File: config.mk
export PLATFORM = sky130hd
export DESIGN_NAME = dma_regif
export DESIGN_NICKNAME = d
export VERILOG_FILES = /design/src/rtl/dma_regif_pkg.sv /design/src/rtl/dma_regif_decode.sv /design/src/rtl/dma_regif_chan.sv /design/src/rtl/dma_regif_ctrl.sv /design/src/rtl/dma_regif.sv
export SDC_FILE = /design/constraint.sdc
export NUM_CORES = 1
export LEC_CHECK = 0
export BUFFER_PORTS_ARGS = -buffer_cell sky130_fd_sc_hd__buf_2
export CAP_MARGIN = 30
export CORE_MARGIN = 2
export CORE_UTILIZATION = 40
export CTS_CLUSTER_DIAMETER = 30
export DETAILED_ROUTE_END_ITERATION = 10
export PLACE_DENSITY = 0.67
export SYNTH_ARGS = -nofsm -noshare
export SYNTH_HDL_FRONTEND = slang
export SYNTH_SLANG_ARGS = --single-unit
File: constraint.sdc
create_clock -name clk -period 3.98 [get_ports clk]
set_input_delay 0.398 -clock clk [delete_from_list [all_inputs] [get_ports clk]]
set_output_delay 0.398 -clock clk [all_outputs]
set_load 0.01 [all_outputs]
File: src/rtl/dma_regif_pkg.sv
package dma_regif_pkg;

    localparam int NCH    = 4;
    localparam int CH_W   = 2;
    localparam int BASE_W = 16;
    localparam int BYTE_W = 8;
    localparam int IDX_W  = 4;

    // bit positions of the mode byte that the register file itself uses
    localparam int MODE_DEC_BIT = 5;
    // command bits that request functions this controller does not offer
    localparam logic [BYTE_W-1:0] CMD_UNSUP_BITS = 8'hFB;
    localparam int CMD_DISABLE_BIT = 2;

    typedef enum logic [2:0] {
        OP_CMD     = 3'd0,
        OP_REQ     = 3'd1,
        OP_SMASK   = 3'd2,
        OP_MODE    = 3'd3,
        OP_CLRFF   = 3'd4,
        OP_MCLR    = 3'd5,
        OP_CLRMASK = 3'd6,
        OP_LDMASK  = 3'd7
    } ctl_op_e;

    typedef struct packed {
        logic            in_chan;
        logic [CH_W-1:0] chan;
        logic            sel_cnt;
        ctl_op_e         op;
    } port_sel_t;

    function automatic port_sel_t decode_index(input logic [IDX_W-1:0] idx);
        port_sel_t s;
        s.in_chan = ~idx[3];
        s.chan    = idx[2:1];
        s.sel_cnt = idx[0];
        s.op      = ctl_op_e'(idx[2:0]);
        return s;
    endfunction

endpackage

File: src/rtl/dma_regif_decode.sv
module dma_regif_decode
    import dma_regif_pkg::*;
#(
    parameter int SHIFT = 0
) (
    input  logic [IDX_W+SHIFT-1:0] addr,
    input  logic                   wr_en,
    input  logic                   rd_en,
    output port_sel_t              sel,
    output logic                   do_wr,
    output logic                   do_rd
);
    logic [IDX_W-1:0] idx;

    always_comb begin
        idx   = addr[SHIFT +: IDX_W];
        sel   = decode_index(idx);
        do_wr = wr_en;
        do_rd = rd_en & ~wr_en;
    end
endmodule

File: src/rtl/dma_regif_chan.sv
module dma_regif_chan
    import dma_regif_pkg::*;
#(
    parameter int SHIFT = 0,
    localparam int CA_W = BASE_W + SHIFT
) (
    input  logic              clk,
    input  logic              rst,
    input  logic              base_we,
    input  logic              sel_cnt,
    input  logic              hi_byte,
    input  logic [BYTE_W-1:0] wdata,
    input  logic              mode_we,
    input  logic              adv,
    output logic [BYTE_W-1:0] mode,
    output logic [BASE_W-1:0] base_cnt,
    output logic [CA_W-1:0]   cur_addr,
    output logic [CA_W-1:0]   cur_cnt,
    output logic [CA_W-1:0]   addr_view,
    output logic [CA_W-1:0]   cnt_view
);
    logic [BASE_W-1:0] base_addr;
    logic [BASE_W-1:0] reload_src;
    logic              reload;
    localparam logic [CA_W-1:0] STEP = CA_W'(1) << SHIFT;

    always_comb begin
        reload     = base_we & hi_byte;
        reload_src = {(sel_cnt ? base_addr[15:8] : wdata), base_addr[7:0]};
        cnt_view   = (CA_W'(base_cnt) << SHIFT) - cur_cnt;
        addr_view  = mode[MODE_DEC_BIT] ? (cur_addr - cur_cnt) : (cur_addr + cur_cnt);
    end

    always_ff @(posedge clk) begin
        if (rst) begin
            base_addr <= '0;
            base_cnt  <= '0;
            cur_addr  <= '0;
            cur_cnt   <= '0;
            mode      <= '0;
        end else begin
            if (base_we) begin
                if (sel_cnt) begin
                    if (hi_byte) base_cnt[15:8]  <= wdata;
                    else         base_cnt[7:0]   <= wdata;
                end else begin
                    if (hi_byte) base_addr[15:8] <= wdata;
                    else         base_addr[7:0]  <= wdata;
                end
            end
            if (reload) begin
                cur_addr <= CA_W'(reload_src) << SHIFT;
                cur_cnt  <= '0;
            end else if (adv) begin
                cur_cnt  <= cur_cnt + STEP;
            end
            if (mode_we) mode <= wdata;
        end
    end
endmodule

File: src/rtl/dma_regif_ctrl.sv
module dma_regif_ctrl
    import dma_regif_pkg::*;
(
    input  logic              clk,
    input  logic              rst,
    input  logic              do_wr,
    input  logic              do_rd,
    input  port_sel_t         sel,
    input  logic [BYTE_W-1:0] wdata,
    input  logic [NCH-1:0]    eng_tc,
    output logic              byte_ff,
    output logic [NCH-1:0]    mask,
    output logic [2*NCH-1:0]  status,
    output logic [BYTE_W-1:0] command,
    output logic              cmd_unsup,
    output logic [BYTE_W-1:0] ctl_rdata
);
    logic              ctl_wr;
    logic              ctl_rd;
    logic [CH_W-1:0]   tch;
    logic [2*NCH-1:0]  status_nxt;
    logic [NCH-1:0]    mask_nxt;

    always_comb begin
        ctl_wr = do_wr & ~sel.in_chan;
        ctl_rd = do_rd & ~sel.in_chan;
        tch    = wdata[CH_W-1:0];

        status_nxt = status;
        mask_nxt   = mask;
        if (ctl_wr) begin
            unique case (sel.op)
                OP_REQ: begin
                    if (wdata[2]) begin
                        status_nxt[NCH + int'(tch)] = 1'b1;
                    end else begin
                        status_nxt[NCH + int'(tch)] = 1'b0;
                        status_nxt[int'(tch)]       = 1'b0;
                    end
                end
                OP_SMASK:   mask_nxt[int'(tch)] = wdata[2];
                OP_CLRMASK: mask_nxt = '0;
                OP_LDMASK:  mask_nxt = wdata[NCH-1:0];
                OP_MCLR: begin
                    status_nxt = '0;
                    mask_nxt   = '1;
                end
                default: ;
            endcase
        end
        if (ctl_rd && sel.op == OP_CMD) status_nxt[NCH-1:0] = '0;
        status_nxt[NCH-1:0] = status_nxt[NCH-1:0] | eng_tc;

        unique case (sel.op)
            OP_CMD:  ctl_rdata = status;
            OP_REQ:  ctl_rdata = {{(BYTE_W-NCH){1'b0}}, mask};
            default: ctl_rdata = '0;
        endcase
    end

    always_ff @(posedge clk) begin
        if (rst) begin
            byte_ff   <= 1'b0;
            mask      <= '1;
            status    <= '0;
            command   <= '0;
            cmd_unsup <= 1'b0;
        end else begin
            mask   <= mask_nxt;
            status <= status_nxt;
            if (ctl_wr && (sel.op == OP_CLRFF || sel.op == OP_MCLR)) begin
                byte_ff <= 1'b0;
            end else if ((do_wr || do_rd) && sel.in_chan) begin
                byte_ff <= ~byte_ff;
            end
            if (ctl_wr && sel.op == OP_CMD) begin
                command   <= wdata;
                cmd_unsup <= |(wdata & CMD_UNSUP_BITS);
            end else if (ctl_wr && sel.op == OP_MCLR) begin
                command   <= '0;
                cmd_unsup <= 1'b0;
            end
        end
    end
endmodule

File: src/rtl/dma_regif.sv
module dma_regif
    import dma_regif_pkg::*;
#(
    parameter int SHIFT = 0,
    localparam int CA_W = BASE_W + SHIFT,
    localparam int AW   = IDX_W + SHIFT
) (
    input  logic                  clk,
    input  logic                  rst,
    input  logic                  wr_en,
    input  logic                  rd_en,
    input  logic [AW-1:0]         addr,
    input  logic [BYTE_W-1:0]     wdata,
    output logic [BYTE_W-1:0]     rdata,
    output logic                  rd_valid,
    input  logic [NCH-1:0]        eng_adv,
    input  logic [NCH-1:0]        eng_tc,
    output logic [NCH*BYTE_W-1:0] chan_mode,
    output logic [NCH*BASE_W-1:0] chan_base_cnt,
    output logic [NCH*CA_W-1:0]   chan_cur_addr,
    output logic [NCH*CA_W-1:0]   chan_cur_cnt,
    output logic [NCH-1:0]        mask_o,
    output logic [NCH-1:0]        req_o,
    output logic                  cmd_disable,
    output logic                  cmd_unsup
);
    port_sel_t         sel;
    logic              do_wr;
    logic              do_rd;
    logic              byte_ff;
    logic [2*NCH-1:0]  status_q;
    logic [BYTE_W-1:0] command_q;
    logic [BYTE_W-1:0] ctl_rdata;
    logic [CA_W-1:0]   addr_view [NCH];
    logic [CA_W-1:0]   cnt_view  [NCH];
    logic [CA_W-1:0]   view_sel;
    logic [BYTE_W-1:0] chan_rdata;

    dma_regif_decode #(.SHIFT(SHIFT)) u_dec (
        .addr  (addr),
        .wr_en (wr_en),
        .rd_en (rd_en),
        .sel   (sel),
        .do_wr (do_wr),
        .do_rd (do_rd)
    );

    dma_regif_ctrl u_ctrl (
        .clk       (clk),
        .rst       (rst),
        .do_wr     (do_wr),
        .do_rd     (do_rd),
        .sel       (sel),
        .wdata     (wdata),
        .eng_tc    (eng_tc),
        .byte_ff   (byte_ff),
        .mask      (mask_o),
        .status    (status_q),
        .command   (command_q),
        .cmd_unsup (cmd_unsup),
        .ctl_rdata (ctl_rdata)
    );

    for (genvar c = 0; c < NCH; c++) begin : g_chan
        logic base_we_c;
        logic mode_we_c;
        assign base_we_c = do_wr & sel.in_chan & (sel.chan == CH_W'(c));
        assign mode_we_c = do_wr & ~sel.in_chan & (sel.op == OP_MODE)
                         & (wdata[CH_W-1:0] == CH_W'(c));

        dma_regif_chan #(.SHIFT(SHIFT)) u_chan (
            .clk       (clk),
            .rst       (rst),
            .base_we   (base_we_c),
            .sel_cnt   (sel.sel_cnt),
            .hi_byte   (byte_ff),
            .wdata     (wdata),
            .mode_we   (mode_we_c),
            .adv       (eng_adv[c]),
            .mode      (chan_mode[c*BYTE_W +: BYTE_W]),
            .base_cnt  (chan_base_cnt[c*BASE_W +: BASE_W]),
            .cur_addr  (chan_cur_addr[c*CA_W +: CA_W]),
            .cur_cnt   (chan_cur_cnt[c*CA_W +: CA_W]),
            .addr_view (addr_view[c]),
            .cnt_view  (cnt_view[c])
        );
    end

    always_comb begin
        view_sel   = sel.sel_cnt ? cnt_view[sel.chan] : addr_view[sel.chan];
        chan_rdata = BYTE_W'(view_sel >> (SHIFT + (byte_ff ? BYTE_W : 0)));
        req_o      = status_q[2*NCH-1:NCH];
        cmd_disable = command_q[CMD_DISABLE_BIT];
    end

    always_ff @(posedge clk) begin
        if (rst) begin
            rdata    <= '0;
            rd_valid <= 1'b0;
        end else begin
            rd_valid <= do_rd;
            if (do_rd) rdata <= sel.in_chan ? chan_rdata : ctl_rdata;
        end
    end
endmodule

---- Word level (Yosys, flattened, before mapping) ----
Index checks and enable logic that the tools add are counted.
word-level totals
  register bits after elaboration ......... 314
  latch bits .............................. 0
  memory bits (writable) .................. 0
  memory bits (read-only) ................. 0
  output and inout bits ................... 243
  logic and storage cells ................. 175
  memories kept ........................... 0
operators by class
  add/sub/neg operators ................... 17
  multiply operators ...................... 0
  div/mod/pow operators ................... 0
  $lt $le $gt $ge ......................... 6
  eq/ne operators ......................... 13
  shifts and indexed selects .............. 1
  multiplexer cells ....................... 34
  bitwise logic cells ..................... 28
  reductions and logical operators ........ 40
operators by type and width
  cell                                                                number
  two-way mux 16 bit                                                  9
  subtractor 16 bit                                                   8
  adder 16 x 1 -> 16 bit, second input constant                       4
  adder 16 bit                                                        4
  binary-select mux 16 bit (select 2 bit)                             2
  two-way mux 8 bit                                                   6
  AND reduction 3 bit                                                 16
  greater-or-equal comparator 32 x 1 -> 1 bit, second input constant  1
  less-than comparator 32 x 5 -> 1 bit, second input constant         1
  case mux 8 bit (2 select lines)                                     2
  AND 1 bit                                                           17
  AND 8 bit                                                           2
  case mux 4 bit (4 select lines)                                     1
  >> shifter 16 x 4 -> 8 bit                                          1
  equality test 3 bit, second input constant                          4
  two-way mux 4 bit                                                   3
  OR reduction 2 bit                                                  5
  equality test 2 bit, second input constant                          4
  logical AND 1 bit                                                   8
  inverter 4 -> 8 bit                                                 1
  inverter 8 bit                                                      1
  OR 8 bit                                                            1
  OR reduction 7 bit                                                  1
  equality test 3 x 2 -> 1 bit, second input constant                 2
  other kinds (21)                                                    35

---- Depth between registers and ports, before layout ----
Gate-level depths: netlist of the first run.
  depth in word-level cells ............... 13
  gate-level depth with buffers ........... 16
  depth with buffers taken out ............ 16

---- Cells and area by module ----
A second synthesis of the first run with hierarchy kept.
second synthesis, totals
  cells, all modules ...................... 2526
  area total of the unflattened synthesis .. 20654.8 um^2
by module, submodules not included
  module                                  instances  cells each  area an instance (um^2)  sequential area each (um^2)
  dma_regif_chan at g_chan[0].u_chan ...  3          550         4445.5                   1441.4
  dma_regif_chan at g_chan[3].u_chan      1          557         4553.1                   1441.4
  dma_regif                               1          168         1530.2                   180.2
  dma_regif_ctrl                          1          142         1164.9                   440.4
  dma_regif_decode                        1          9           70.1                     0.0

---- Worst setup path before layout of the first run ----
No wires, ideal clock.
  path type ............................... reg-to-reg
  from .................................... register g_chan[0].u_chan.cur_cnt[2]
  to ...................................... register rdata[7]
  library setup time ...................... 69 ps
  arrival ................................. 3257 ps
  required time ........................... 3911 ps
  path slack .............................. 654 ps
  stages on the path, launching flop included .. 15
  buffers on the path ..................... 1
  cell sequence ........................... dfxtp_1 buf_2 or4_4 nor2_1 nor2_1 xnor2_1 ha_1 or2_2 o31ai_1 o21bai_1 xnor2_1 mux4_2 o32ai_1 a2111oi_0 o21ai_1
between the ends
  word-level cells in the longest chain between the ends .. 8
RTL lines
  item                                                      RTL line              source
  from (decl)                                               dma_regif_chan.sv:18  output logic [CA_W-1:0] cur_cnt,
  from (signal assigned)                                    dma_regif_chan.sv:55  cur_cnt <= cur_cnt + STEP;
  adder 16 bit / subtractor 16 bit (equally long branches)  dma_regif_chan.sv:31  addr_view = mode[MODE_DEC_BIT] ? (cur_addr - cur_cnt) : (cur_addr + cur_cnt);
  two-way mux 16 bit                                        dma_regif_chan.sv:31
  binary-select mux 16 bit (select 2 bit)                   dma_regif.sv:90       view_sel = sel.sel_cnt ? cnt_view[sel.chan] : addr_view[sel.chan];
  two-way mux 16 bit (not written as such) (2 in a row)     dma_regif.sv:90
  two-way mux 16 bit (*)                                    dma_regif.sv:90
  >> shifter 16 x 4 -> 8 bit (*)                            dma_regif.sv:91       chan_rdata = BYTE_W'(view_sel >> (SHIFT + (byte_ff ? BYTE_W : 0)));
  two-way mux 8 bit (*)                                     dma_regif.sv:102      if (do_rd) rdata <= sel.in_chan ? chan_rdata : ctl_rdata;
  to (signal assigned)                                      dma_regif.sv:102
  to (decl)                                                 dma_regif.sv:14       output logic [BYTE_W-1:0] rdata,
Mark *: on every way between the ends. The rest lies on a longest branch, timed or not. The select of a mux whose other input is x is not followed.
A chain may end at the register's enable or synchronous reset.

---- Final worst setup path of the first run ----
  from .................................... register g_chan[0].u_chan.cur_cnt[0]
  to ...................................... register rdata[7]
Same word-level chain as after synthesis.

==> results of run 1 <==
-- kinds of logic (layout without fill, tap and decap cells) --
kind of cell,count (synthesis),in the layout,synth area share (%)
other,0,2,0
AOI/OAI and AO/OA,628,628,19.6
xor gates and xnor gates,212,212,9.45
and+or+nand+nor,972,972,22.4
DFF,312,312,31.5
buffers and inverters,245,565,4.76
adders and majority gates,136,136,8.89
muxes,53,53,3.37
-- cell type report --
cell class	instances	area, sq um	area share (%)
sequential	312	6250	25.3
clock buffer	102	2250	9.12
inverter	99	372	1.51
timing repair buffer	315	1720	6.97
multi-input combinational	2001	12600	51.2
antenna	2	5.00	0.0203
clock inverter	49	618	2.51
tap	664	831	3.37
-- per-stage QoR --
stage	TNS (ns)	cell area, sq um	total power, W
floorplan	0	19800	0.00456
global placement	0	21800	0.00523
detailed placement	0	21800	0.00525
CTS	0	24700	0.0121
global route	-0.00625	24700	0.0125
finish	0	24700	0.0121
-- metal layers --
| layer | part of all wire [%] | wire length, um | up-vias | track usage, % |
|---|---|---|---|---|
| met1 | 42 | 33300 | 9802 | 39.6 |
| met4 | 4.4 | 3450 | 0 | 14.7 |
| met2 | 45 | 35400 | 975 | 47.1 |
| met3 | 8.3 | 6500 | 170 | 5.73 |
| met5 | 0 | 0 | - | 0 |
| li1 | - | - | 9553 | - |
-- synth_stat cells (6+ instances only) --
library cell	number	area, sq um
o31ai_1	12	90.1
a211o_1	6	52.6
nor3_1	80	400
inv_1	99	372
ha_1	128	1600
fa_1	8	160
and2_1	14	87.6
nor2_2	6	37.5
or3_1	12	75.1
dfxtp_1	312	6250
a41oi_1	6	52.6
a211oi_1	49	368
o221ai_1	6	52.6
o21bai_1	7	52.6
nand2_1	291	1090
o31a_1	8	70.1
nand3_1	136	681
a2111oi_0	6	52.6
nor2b_1	33	206
nor4_1	21	131
mux2i_1	42	420
xnor2_1	164	1440
buf_2	6	30.0
nand2b_1	35	219
and3_1	13	81.3
clkbuf_1	126	473
mux4_2	11	248
xor2_1	46	403
a21oi_1	267	1340
nor3b_1	7	52.6
nor2_1	279	1050
buf_1	10	37.5
a21o_1	23	173
o211ai_1	14	105
o21a_1	25	188
or2_2	7	43.8
nand3b_1	9	67.6
nand4_1	18	113
a31oi_1	34	213
o21ai_0	104	521
-- worst max-delay path: stages, from the launching register on --
cell       delay (ns)
dfxtp_1          0.35
or4_4            0.58
nor2_1           0.15
nor2_1           0.07
xnor2_1          0.15
ha_1             0.25
or2_2            0.32
o31ai_1          0.43
o21bai_1         0.14
xnor2_1          0.15
mux4_2           0.46
o32ai_1          0.33
a2111oi_0        0.13
o21ai_1          0.18
-- final timing paths --
check             slack, ns                                         to                                  startpoint
hold / removal         0.04                u_ctrl.status[1]$_SDFF_PP0_                                   eng_tc[1]
setup / recovery       0.23                      rdata[7]$_SDFFE_PP0P_    g_chan[0].u_chan.cur_cnt[0]$_SDFFE_PP0P_
hold reg to reg        0.44  g_chan[1].u_chan.cur_addr[1]$_SDFFE_PP0P_  g_chan[1].u_chan.base_addr[1]$_SDFFE_PP0P_
setup reg to reg       0.23                      rdata[7]$_SDFFE_PP0P_    g_chan[0].u_chan.cur_cnt[0]$_SDFFE_PP0P_
-- flip-flops by register name (all words and copies together), names as in the netlist, 8 cells and up, named ones only --
| signal | flops |
|---|---|
| g_chan.u_chan.base_cnt | 64 |
| g_chan.u_chan.base_addr | 64 |
| g_chan.u_chan.cur_addr | 64 |
| u_ctrl.status | 8 |
| g_chan.u_chan.cur_cnt | 64 |
| rdata | 8 |
| g_chan.u_chan.mode | 32 |
-- cells in the final DEF (no fill, tap or decap), types with 34 or more instances in the layout --
cell / netlist / routed
dfxtp_1: 312 / 312
nand2_1: 291 / 291
nor2_1: 279 / 278
a21oi_1: 267 / 267
buf_2: 6 / 264
xnor2_1: 164 / 164
nand3_1: 136 / 136
ha_1: 128 / 128
o21ai_0: 104 / 104
inv_1: 99 / 99
clkbuf_16: 0 / 84
nor3_1: 80 / 79
a211oi_1: 49 / 49
buf_4: 4 / 49
xor2_1: 46 / 46
mux2i_1: 42 / 42
nand2b_1: 35 / 35
a31oi_1: 34 / 34
-- power by group through the flow --
stage	combinational [W]	sequential, W	clock, W
final	0.00204	0.00321	0.00683
after detailed placement	0.00198	0.00327	0
after global placement	0.00196	0.00327	0
after floorplan	0.00129	0.00327	0
after CTS	0.00200	0.00321	0.00690
after global routing	0.00217	0.00321	0.00707
==> results.py, run 1 <==
metrics = {
    "clock_network": {
        "path_clk_slew_ns": 0.05,
        "cts_resized": 0,
        "clock-sinks": 312,
        "clkLatencyLatePin_ns": 0.61,
        "tritoncts": "yes",
        "cts_hold_buffers": 0,
        "root_buffer": "clkbuf_16",
        "post_cts_buffers": 0,
        "cts.path.max_buffers": 3,
        "htree_levels": 3,
        "numCtsBuffers": 82,
    },
    "floorplan": {
        "std_cell_rows": 81,
        "die_w_um": 227,
        "ios": 267,
        "start_util_pct": 40.5,
        "die-area_sq_um": 51300,
        "coreArea_sq_um": 49000,
        "dieHeight_um": 227,
    },
    "flow_run": {
        "drv_cap": 0,
    },
    "status": {
        "status": "finished clean",
    },
    "placement": {
        "port_buffers": 266,
        "dp_hpwl_um": 58600,
        "pre_cts_slack_ns": 0.247,
        "place_inst": 3391,
        "place.gp.congestion": 0.969,
    },
    "logic_synthesis": {
        "syn_nets": 2718,
        "ys_ff_latch": 312,
        "ys_async_sr_fraction_pct": 0,
        "syn_area_sq_um": 19800,
        "synth_warnings": 0,
        "synth_edf_count": 0,
        "synth_flop_cell": "dfxtp_1",
        "synth_cells": 2558,
        "synth_cell_type_count": 70,
        "seq_area_frac_synth_pct": 31.5,
        "avgSynthCellArea_sq_um": 7.74,
    },
    "setup_path": {
        "worst_r2r_path_depth": 13,
        "arrival_ns": 4.29,
        "worstPathRequired_ns": 4.52,
        "cp-start-kind": "flop",
        "cp-end-kind": "flop",
        "crit_type": "reg -> reg",
        "worstPathMaxFanout": 5,
    },
    "sta": {
        "fin_ws_ns": 0.226,
        "fin_crit_ns": 3.75,
        "holdWs_ns": 0.0417,
        "fmax_ghz": 0.266,
        "relSlewSlack_pct": 33.4,
        "slew_violations": 0,
        "setup_viol_count_final": 0,
        "skew_ns": 0.0196,
        "fin_crit_sh_pct": 94.3,
        "tightest_slew_ns": 0.998,
        "hold_viol": 0,
    },
    "routing": {
        "drtAntennaViolNets": 0,
        "wl_um": 78700,
        "vias": 20500,
        "drt_iter0_drc": 1840,
        "wl_per_cell_um": 22.2,
        "viasPerCell": 5.78,
        "firstDrtPassIters": 8,
        "post-route-drc-count": 0,
    },
    "final_layout": {
        "nFillCells": 4671,
        "final_nets": 2971,
        "drive_above_1_share_pct": 17.1,
        "fin_util_pct": 50.4,
        "instances_no_fill": 3544,
        "syn2layout_area_growth_pct": 24.6,
    },
    "grt": {
        "grt_pass1_vias": 19200,
        "grt_remaining_overflow": 0,
        "grt_pass1_wl_um": 116000,
        "grt_max_degree": 108,
        "antenna_found_initial": 2,
        "track_usage_pct": 30.1,
    },
    "hold_path": {
        "holdCritPathClass": "in -> reg",
        "hold_path_depth": 3,
    },
    "power_and_ir_drop": {
        "p_comb_share_pct": 16.9,
        "p_per_area_nw_per_um2": 490,
        "clockPowerShare_pct": 56.5,
        "internal_power_w": 0.00868,
        "p_leak_nw": 9.89,
        "p_switching_w": 0.00341,
        "pwr-share-seq_pct": 26.6,
        "ir_drop_mv": 0.327,
        "switching_share_pct": 28.2,
    },
}
(Power assumes the default switching activity.)
==> run 2: changes to the inputs <==
--- a/config.mk
+++ b/config.mk
@@ -5,6 +5,7 @@
 export SDC_FILE = /design/constraint.sdc
 export NUM_CORES = 1
 export LEC_CHECK = 0
+export ABC_AREA = 1
 export BUFFER_PORTS_ARGS = -buffer_cell sky130_fd_sc_hd__buf_2
 export CAP_MARGIN = 30
 export CORE_MARGIN = 2
==> run 2 against run 1 <==
Cell area is 4.7% higher. Critical path depth is 16 higher. Via count increased by 14%. First-iteration DRC count grew 23%. Sequential share of layout area fell by 1.1 points. Highest routed layer is now met5.
==> results.py, run 2 <==
metrics = {
    "sta": {
        "relSlewSlack_pct": 42.8,
        "holdWs_ns": 0.0385,
        "hold_viol": 0,
        "fmax_ghz": 0.280,
        "slew_violations": 0,
        "fin_crit_sh_pct": 89.8,
        "tightest_slew_ns": 0.857,
        "setup_viol_count_final": 0,
        "fin_ws_ns": 0.405,
        "fin_crit_ns": 3.58,
        "skew_ns": 0.0393,
    },
    "setup_path": {
        "cp_common_cell": "nand2_1",
        "cp-start-kind": "flop",
        "cp-end-kind": "flop",
        "crit_type": "reg -> reg",
        "arrival_ns": 4.13,
        "path_delay_family": "simple AND/OR/NAND/NOR gates",
        "path_buf_inv": 4,
        "worstPathRequired_ns": 4.53,
        "r2r_setup_slack_ns": 0.40,
        "rr_startpoint": "g_chan[0].u_chan.cur_cnt[1]$_SDFFE_PP0P_",
        "r2r_end": "rdata[7]$_SDFFE_PP0P_",
        "worstPathMaxFanout": 5,
        "cp_slowest_cell": "dfxtp_1",
        "max_stage_delay_ns": 0.37,
        "worst_r2r_path_depth": 29,
    },
    "hold_path": {
        "hold_path_depth": 2,
        "holdPathEnd": "g_chan[1].u_chan.cur_cnt[0]$_SDFFE_PP0P_",
        "worstHoldStart": "eng_adv[1]",
        "holdCritPathClass": "in -> reg",
    },
    "logic_synthesis": {
        "synthMuxAreaShare_pct": 0,
        "synth_edf_count": 0,
        "synth_warnings": 0,
        "synthAdderAreaFrac_pct": 8.41,
        "synth.top_cells.by_count": "nand2_1 (839), a21oi_1 (407), inv_1 (384), dfxtp_1 (312), nand3_1 (302)",
        "synth_top_area_cell": "dfxtp_1",
        "synth_compound_area_share_pct": 17.3,
        "synth_most_common_cell": "nand2_1",
        "seq_area_frac_synth_pct": 29.8,
        "synthSimpleGateAreaFrac_pct": 31.3,
        "ys_ff_latch": 312,
        "synth_area_leaders": "dfxtp_1 (30%), nand2_1 (15%), a21oi_1 (9.7%)",
        "synth_top_cell_area_share_pct": 29.8,
        "avgSynthCellArea_sq_um": 6.43,
        "synth_cells": 3258,
        "ys_async_sr_fraction_pct": 0,
        "synth_flop_cell": "dfxtp_1",
        "synth_cell_type_count": 52,
        "syn_nets": 3418,
        "synth_top_family_by_area": "simple AND/OR/NAND/NOR gates",
        "syn_area_sq_um": 21000,
        "synth_xor_area_share_pct": 3.34,
    },
    "floorplan": {
        "dieHeight_um": 233,
        "std_cell_rows": 83,
        "ios": 267,
        "die-area_sq_um": 54200,
        "die_w_um": 233,
        "start_util_pct": 40.7,
        "coreArea_sq_um": 51500,
    },
    "final_layout": {
        "final_cell_mix": "nand2_1 (839), a21oi_1 (407), inv_1 (383)",
        "multi_input_comb_area_sq_um": 12700,
        "final_nets": 3696,
        "syn2layout_area_growth_pct": 23.2,
        "register_area_sq_um": 6250,
        "drive_above_1_share_pct": 14.6,
        "fin_util_pct": 50.1,
        "nFillCells": 5323,
        "final_common_cell": "nand2_1",
    },
    "routing": {
        "wl_per_cell_um": 19.6,
        "drtAntennaViolNets": 0,
        "post-route-drc-count": 0,
        "vias": 23400,
        "drt_iter0_drc": 2254,
        "firstDrtPassIters": 8,
        "wl_um": 83900,
        "viasPerCell": 5.47,
    },
    "power_and_ir_drop": {
        "p_leak_nw": 12.5,
        "pwr-share-seq_pct": 27.5,
        "p_switching_w": 0.00337,
        "switching_share_pct": 28.8,
        "internal_power_w": 0.00831,
        "clockPowerShare_pct": 57.8,
        "p_per_area_nw_per_um2": 453,
        "ir_drop_mv": 0.312,
        "p_comb_share_pct": 14.7,
    },
    "grt": {
        "track_usage_pct": 30.3,
        "grt_pass1_wl_um": 125000,
        "grt_max_degree": 67,
        "grt_remaining_overflow": 0,
        "antenna_found_initial": 7,
        "grt_pass1_vias": 21200,
    },
    "clock_network": {
        "cts_resized": 0,
        "clkLatencyLatePin_ns": 0.64,
        "numCtsBuffers": 80,
        "root_buffer": "clkbuf_16",
        "clock-sinks": 312,
        "tritoncts": "yes",
        "post_cts_buffers": 0,
        "cts.path.max_buffers": 3,
        "cts_hold_buffers": 0,
        "htree_levels": 3,
        "path_clk_slew_ns": 0.05,
    },
    "flow_run": {
        "drv_cap": 0,
    },
    "placement": {
        "dp_hpwl_um": 63000,
        "port_buffers": 266,
        "place.gp.congestion": 0.978,
        "pre_cts_slack_ns": 0.504,
    },
    "status": {
        "status": "finished clean",
    },
}
==> run 2: power groups by stage <==
| stage | clock network, W | registers [W] | logic [W] |
|---|---|---|---|
| 2_1_floorplan | 0 | 0.00326 | 0.00110 |
| 3_3_place_gp | 0 | 0.00327 | 0.00166 |
| 3_5_place_dp | 0 | 0.00327 | 0.00166 |
| 4_1_cts | 0.00681 | 0.00321 | 0.00167 |
| 5_1_grt | 0.00697 | 0.00321 | 0.00188 |
| 6_report | 0.00675 | 0.00321 | 0.00172 |
==> run 2: through the flow <==
step / setup TNS (ns) / total power, W / area, sq um / std cells
global route: -0.000428 / 0.0121 / 25800 / 4280
detailed placement: 0 / 0.00493 / 23000 / 4134
floorplan: 0 / 0.00437 / 21000 / 3258
CTS: 0 / 0.0117 / 25800 / 4280
global placement: 0 / 0.00492 / 23000 / 4134
finish: 0 / 0.0117 / 25800 / 4282
==> run 2: how the worst max path moves through the flow <==
stage	start	end	cells past startpoint
3_3_place_gp	g_chan[0].u_chan.cur_cnt[1]$_SDFFE_PP0P_	rdata[7]$_SDFFE_PP0P_	29
4_1_cts	g_chan[0].u_chan.cur_cnt[1]$_SDFFE_PP0P_	rdata[7]$_SDFFE_PP0P_	28
2_1_floorplan	g_chan[0].u_chan.cur_cnt[1]$_SDFFE_PP0P_	rdata[7]$_SDFFE_PP0P_	28
6_report	g_chan[0].u_chan.cur_cnt[1]$_SDFFE_PP0P_	rdata[7]$_SDFFE_PP0P_	29
5_1_grt	g_chan[0].u_chan.cur_cnt[1]$_SDFFE_PP0P_	rdata[7]$_SDFFE_PP0P_	28
3_5_place_dp	g_chan[0].u_chan.cur_cnt[1]$_SDFFE_PP0P_	rdata[7]$_SDFFE_PP0P_	28
==> run 2: cells by family (layout without fill, tap and decap cells) <==
family	Yosys count	count (layout)
AND/OR/NAND/NOR	1509	1509
AO/OA/AOI/OAI	690	690
buffers and inverters	531	873
other	0	2
XOR/XNOR	80	80
adder cells (fa/ha/maj)	136	136
flip-flops	312	312
==> run 2: cell type report <==
class	count	area share [%]
Tap cell	680	3.29
Multi-Input combinational cell	2415	49.1
Inverter	420	6.10
Timing Repair Buffer	307	6.37
Sequential cell	312	24.2
Antenna cell	2	0.0194
Clock inverter	47	2.35
Clock buffer	99	8.62
==> run 2: worst register-to-register path: cells and delay by family, from the launching register on <==
kind / cells / cell delay (ns)
XOR/XNOR: 1 / 0.07
AO/OA/AOI/OAI: 1 / 0.14
flip-flops: 1 / 0.37
AND/OR/NAND/NOR: 21 / 2.03
buffers and inverters: 4 / 0.34
adder cells (fa/ha/maj): 2 / 0.53
==> run 2: routing by layer <==
| metal | share of wire, % | vias up | GRT usage (%) |
|---|---|---|---|
| met5 | 0.048 | - | 0 |
| met4 | 4.7 | 6 | 15.0 |
| met3 | 9.9 | 197 | 6.57 |
| met2 | 43 | 1137 | 46.6 |
| met1 | 42 | 10700 | 40.0 |
| li1 | - | 11300 | - |
